## config.mk

```make
export PLATFORM = sky130hd
export DESIGN_NAME = store_guard
export DESIGN_NICKNAME = d
export VERILOG_FILES = /design/src/rtl/sg_pkg.sv /design/src/rtl/sg_locate.sv /design/src/rtl/sg_owner_match.sv /design/src/rtl/store_guard.sv
export SDC_FILE = /design/constraint.sdc
export NUM_CORES = 1
export LEC_CHECK = 0
export BUFFER_PORTS_ARGS = -buffer_cell sky130_fd_sc_hd__buf_2
export CAP_MARGIN = 25
export CORE_MARGIN = 4
export CORE_UTILIZATION = 51
export DETAILED_ROUTE_END_ITERATION = 12
export GPL_TIMING_DRIVEN = 1
export HOLD_SLACK_MARGIN = 0.06
export PLACE_DENSITY = 0.88
export RECOVER_POWER = 50
export SLEW_MARGIN = 30
export SYNTH_ARGS = -nofsm -noshare
export SYNTH_HDL_FRONTEND = slang
export SYNTH_SLANG_ARGS = --single-unit
```

## constraint.sdc

```tcl
create_clock -name clk -period 2.5 [get_ports clk]
set_clock_uncertainty 0.1 [all_clocks]
set_input_delay 0 -clock clk [delete_from_list [all_inputs] [get_ports clk]]
set_output_delay 0 -clock clk [all_outputs]
set_load 0.005 [all_outputs]
```

## src/rtl/sg_pkg.sv

```systemverilog
package sg_pkg;
  typedef enum logic [1:0] {
    SG_IDLE   = 2'd0,
    SG_LOOK   = 2'd1,
    SG_COMMIT = 2'd2
  } sg_state_e;
endpackage

```

## src/rtl/sg_locate.sv

```systemverilog
// Address decode: map byte address, record slot, stack-region tests.
module sg_locate #(
  parameter int AW     = 12,
  parameter int BLK_LG = 3,
  parameter int SEL_W  = 1
) (
  input  logic [AW-1:0]    addr,
  input  logic [AW-1:0]    map_base,
  input  logic [AW-1:0]    stk_floor,
  input  logic [AW-1:0]    stk_bound,
  output logic [AW-1:0]    map_addr,
  output logic [SEL_W-1:0] rec_sel,
  output logic             in_stack,
  output logic             stack_ok
);
  localparam int BW = AW - BLK_LG;

  logic [BW-1:0] blk;

  assign blk      = addr[AW-1:BLK_LG];
  assign rec_sel  = blk[SEL_W-1:0];
  assign map_addr = map_base + AW'(blk >> SEL_W);
  assign in_stack = (addr >= stk_floor);
  assign stack_ok = (addr < stk_bound);
endmodule

```

## src/rtl/sg_owner_match.sv

```systemverilog
// Picks one record out of a map byte and compares its owner field.
module sg_owner_match #(
  parameter int DW    = 8,
  parameter int DOM_W = 3,
  parameter int REC_W = DOM_W + 1,
  parameter int SEL_W = 1
) (
  input  logic [DW-1:0]    rdata,
  input  logic [SEL_W-1:0] rec_sel,
  input  logic [DOM_W-1:0] dom,
  output logic             match
);
  localparam int REC_PER = DW / REC_W;

  logic [REC_W-1:0] recs [REC_PER];
  logic [REC_W-1:0] rec;

  for (genvar g = 0; g < REC_PER; g++) begin : g_rec
    assign recs[g] = rdata[g*REC_W +: REC_W];
  end

  assign rec   = recs[rec_sel];
  assign match = (rec[REC_W-1:1] == dom);
endmodule

```

## src/rtl/store_guard.sv

```systemverilog
module store_guard #(
  parameter int AW          = 12,
  parameter int DW          = 8,
  parameter int BLK_LG      = 3,
  parameter int DOM_W       = 3,
  parameter int TRUSTED_DOM = 0
) (
  input  logic             clk,
  input  logic             rst,
  input  logic             st_instr,
  input  logic             cpu_we,
  input  logic [AW-1:0]    cpu_addr,
  input  logic [DW-1:0]    cpu_wdata,
  input  logic [DOM_W-1:0] cur_dom,
  input  logic [AW-1:0]    map_base,
  input  logic [AW-1:0]    stk_floor,
  input  logic [AW-1:0]    stk_bound,
  input  logic [DW-1:0]    ram_rdata,
  input  logic             fault_clr,
  output logic             stall,
  output logic [AW-1:0]    ram_addr,
  output logic             ram_we,
  output logic [DW-1:0]    ram_wdata,
  output logic             panic,
  output logic             fault_vld,
  output logic [AW-1:0]    fault_addr
);
  import sg_pkg::*;

  localparam int REC_W   = DOM_W + 1;
  localparam int REC_PER = DW / REC_W;
  localparam int SEL_W   = (REC_PER > 1) ? $clog2(REC_PER) : 1;

  sg_state_e        state_q;
  logic [AW-1:0]    addr_q;
  logic [DW-1:0]    data_q;
  logic [DOM_W-1:0] dom_q;
  logic [SEL_W-1:0] sel_q;
  logic             in_stk_q;
  logic             stk_ok_q;
  logic             ok_q;
  logic             panic_q;

  logic             need_chk;
  logic [AW-1:0]    map_addr;
  logic [SEL_W-1:0] rec_sel;
  logic             in_stack;
  logic             stack_ok;
  logic             own_match;
  logic             permit;

  assign need_chk = st_instr && cpu_we && (cur_dom != DOM_W'(TRUSTED_DOM));

  sg_locate #(
    .AW(AW), .BLK_LG(BLK_LG), .SEL_W(SEL_W)
  ) u_locate (
    .addr     (cpu_addr),
    .map_base (map_base),
    .stk_floor(stk_floor),
    .stk_bound(stk_bound),
    .map_addr (map_addr),
    .rec_sel  (rec_sel),
    .in_stack (in_stack),
    .stack_ok (stack_ok)
  );

  sg_owner_match #(
    .DW(DW), .DOM_W(DOM_W), .REC_W(REC_W), .SEL_W(SEL_W)
  ) u_match (
    .rdata  (ram_rdata),
    .rec_sel(sel_q),
    .dom    (dom_q),
    .match  (own_match)
  );

  assign permit = in_stk_q ? stk_ok_q : own_match;

  // RAM port ownership: the core in idle, the checker otherwise.
  always_comb begin
    ram_addr  = cpu_addr;
    ram_we    = cpu_we;
    ram_wdata = cpu_wdata;
    stall     = 1'b0;
    unique case (state_q)
      SG_IDLE: begin
        if (need_chk) begin
          ram_addr = map_addr;
          ram_we   = 1'b0;
          stall    = 1'b1;
        end
      end
      SG_LOOK: begin
        ram_addr  = addr_q;
        ram_we    = 1'b0;
        ram_wdata = data_q;
        stall     = 1'b1;
      end
      SG_COMMIT: begin
        ram_addr  = addr_q;
        ram_we    = ok_q;
        ram_wdata = data_q;
      end
      default: begin
        ram_we = 1'b0;
      end
    endcase
  end

  always_ff @(posedge clk) begin
    if (rst) begin
      state_q  <= SG_IDLE;
      addr_q   <= '0;
      data_q   <= '0;
      dom_q    <= '0;
      sel_q    <= '0;
      in_stk_q <= 1'b0;
      stk_ok_q <= 1'b0;
      ok_q     <= 1'b0;
      panic_q  <= 1'b0;
    end else begin
      panic_q <= 1'b0;
      unique case (state_q)
        SG_IDLE: begin
          if (need_chk) begin
            addr_q   <= cpu_addr;
            data_q   <= cpu_wdata;
            dom_q    <= cur_dom;
            sel_q    <= rec_sel;
            in_stk_q <= in_stack;
            stk_ok_q <= stack_ok;
            state_q  <= SG_LOOK;
          end
        end
        SG_LOOK: begin
          ok_q    <= permit;
          panic_q <= !permit;
          state_q <= SG_COMMIT;
        end
        SG_COMMIT: begin
          ok_q    <= 1'b0;
          state_q <= SG_IDLE;
        end
        default: state_q <= SG_IDLE;
      endcase
    end
  end

  // First refused address is kept until software clears it.
  always_ff @(posedge clk) begin
    if (rst) begin
      fault_vld  <= 1'b0;
      fault_addr <= '0;
    end else if ((state_q == SG_LOOK) && !permit && (!fault_vld || fault_clr)) begin
      fault_vld  <= 1'b1;
      fault_addr <= addr_q;
    end else if (fault_clr) begin
      fault_vld <= 1'b0;
    end
  end

  assign panic = panic_q;
endmodule

```

==> impl_metrics.tcl <==
set metrics [dict create \
    slew_headroom_pct 44.4 \
    synth_cells 386 \
    min_path_type "primary input to flop" \
    layout_commonest_cell "buf_2" \
    layout_worst_path_cycle_share_pct 92.8 \
    critPathMaxFanout 5 \
    io_buffers 105 \
    final_cells 585 \
    synthArstFlopShare_pct 0 \
    ir_worst_vdd_uv 225 \
    clk_path_buf_depth 2 \
    synth-seq-cells 42 \
    drive_gt1_share_pct 22.5 \
    fin_crit_ps 2320 \
    worstPathArrival_ps 2220 \
    slew_viol_final 0 \
    die_w_um 86.0 \
    fin_tns_setup_ps 0 \
    drt_wl_total_um 8770 \
    antenna_cells 0 \
    power.leakage_uw 0.00188 \
    cts.clk_slew.worst_paths_ps 80 \
    cts_tree "built" \
    cap_violations 0 \
    crit_path_start "cpu_addr[7]" \
    outcome "complete, no violations" \
    area_growth_pct 28.8 \
    yosys.area.top_type "dfxtp_1" \
    path_class "primary input to output pin" \
    rsz0062_at_grt "no" \
    clkSinkCount 42 \
    gp_congestion 0.879 \
    initial_core_util_pct 52.5 \
    die_y_um 86.0 \
    grt_pass1_vias 3212 \
    dp.cells 553 \
    postPlaceCellArea_um2 3660 \
    cts_setup_buffers 0 \
    grt_overflow_total 0 \
    synth_area_um2 3110 \
    grt_usage_pct 23.5 \
    reg2reg_from "addr_q[3]" \
    vias 3322 \
    grt_max_degree 57 \
    yosys_warnings 0 \
    rows 28 \
    ys.flop_type "dfxtp_1" \
    most-common-layout-cells "buf_2, nand2_1, dfxtp_1" \
    root_buffer "clkbuf_8" \
    wire_per_inst_um 15.0 \
    worstMarginPinSlew_ps 834 \
    max_freq_mhz 431 \
    yosysTopAreaCellShare_pct 27.1 \
    antenna_left 0 \
    hpwl_um 6530 \
    drcViolationCount 0 \
    grt_pass1_wl_um 14300 \
    syn_nets 494 \
    io_pins 108 \
    htreeDepth 2 \
    via_per_inst 5.68 \
    synth.distinct_cells 48 \
    antenna_found_initial 0 \
    end_kind "output pin" \
    drtPass1Iterations 6 \
    die_area_um2 7400 \
    required_ps 2400 \
    cts_buffers 5 \
    finalHoldViolations 0 \
    netlist_top_cells_area "dfxtp_1, ha_1, nand2_1" \
    nets 617 \
    setup_viol 0 \
    hp-start "stk_bound[4]" \
    pre_cts_slack_ps 347 \
    synth_area_per_cell_um2 8.05 \
    drt_iter0_markers 436 \
    power_density_nw_per_um2 428 \
    cp-start-kind "primary input" \
    layout_setup_ws_ps 180 \
    core_um2 5920 \
    total_power_uw 1710 \
    clock_latency_ps 290 \
    yosysSeqAreaShare_pct 27.1 \
    final_area_um2 4000 \
    synth-edff-count 0 \
]
-- synth_stat cells, drive strengths merged (7+ instances only) --
master  instances
o21ai          12
clkbuf         13
nand2          58
ha             35
mux2            8
nor2            9
a22oi           7
a21oi          39
and3            7
nand2b         30
dfxtp          42
mux2i          15
inv            32
a21o            9
-- worst max-delay path, stage by stage --
cell	delay [ps]
dlygate4sd3_1	540
buf_2	170
ha_1	370
a21o_1	230
a21oi_4	180
a21oi_1	110
o31a_1	280
o31ai_1	180
buf_2	150
-- logic make-up after synthesis --
logic type               Yosys count  synth area share [%]
AO/OA/AOI/OAI                     99                  20.7
XOR/XNOR                           6                  1.69
adder cells (fa/ha/maj)           36                  14.7
buffers and inverters             50                  7.05
flip-flops                        42                  27.1
multiplexers                      23                  7.74
AND/OR/NAND/NOR                  130                  21.0
-- cell type report --
type,count,area (um^2)
Clock inverter,1,5.00
Tap cell,75,93.8
Inverter,32,120
Clock buffer,7,86.3
Fill cell,479,1920
Timing Repair Buffer,134,795
Sequential cell,42,841
Multi-Input combinational cell,294,2060
-- where the power goes --
part / switching [uW] / internal [uW] / total, uW
clock: 226 / 223 / 449
sequential: 22.7 / 696 / 719
combinational: 283 / 261 / 545
-- timing repair --
action                                  in CTS  in global routing
hold buffers                                24                  0
resized for setup                            0                  3
hold endpoints to repair                    24                  0
endpoints found under the setup margin       0                  4
-- flip-flops by register name, summed over array words and instances (netlist names) --
| name | cells |
|---|---|
| addr_q | 12 |
| fault_addr | 12 |
| data_q | 8 |
| dom_q | 3 |
| state_q | 2 |
| fault_vld | 1 |
| in_stk_q | 1 |
| ok_q | 1 |
| panic | 1 |
| stk_ok_q | 1 |
-- per-layer routing --
| metal | wire length (um) | track usage (%) |
|---|---|---|
| met4 | 294 | 8.49 |
| met5 | 0 | 0 |
| met1 | 3420 | 28.6 |
| met3 | 738 | 3.65 |
| met2 | 4320 | 41.7 |
-- metrics by stage --
stage,hold slack (ps),util (%)
global placement,149,61.9
floorplan,14.6,-
detailed placement,158,61.9
global route,160,67.6
finish,130,67.6
CTS,76.3,67.5
-- final timing paths --
check,depth (start not counted),end,slack [ps]
worst min-delay path,6,stk_ok_q,130
worst max-delay path,9,ram_addr[11],180
worst min register to register,2,data_q[5],350
worst max register to register,5,fault_addr[6],320
Power figures use the tool's default switching activity.
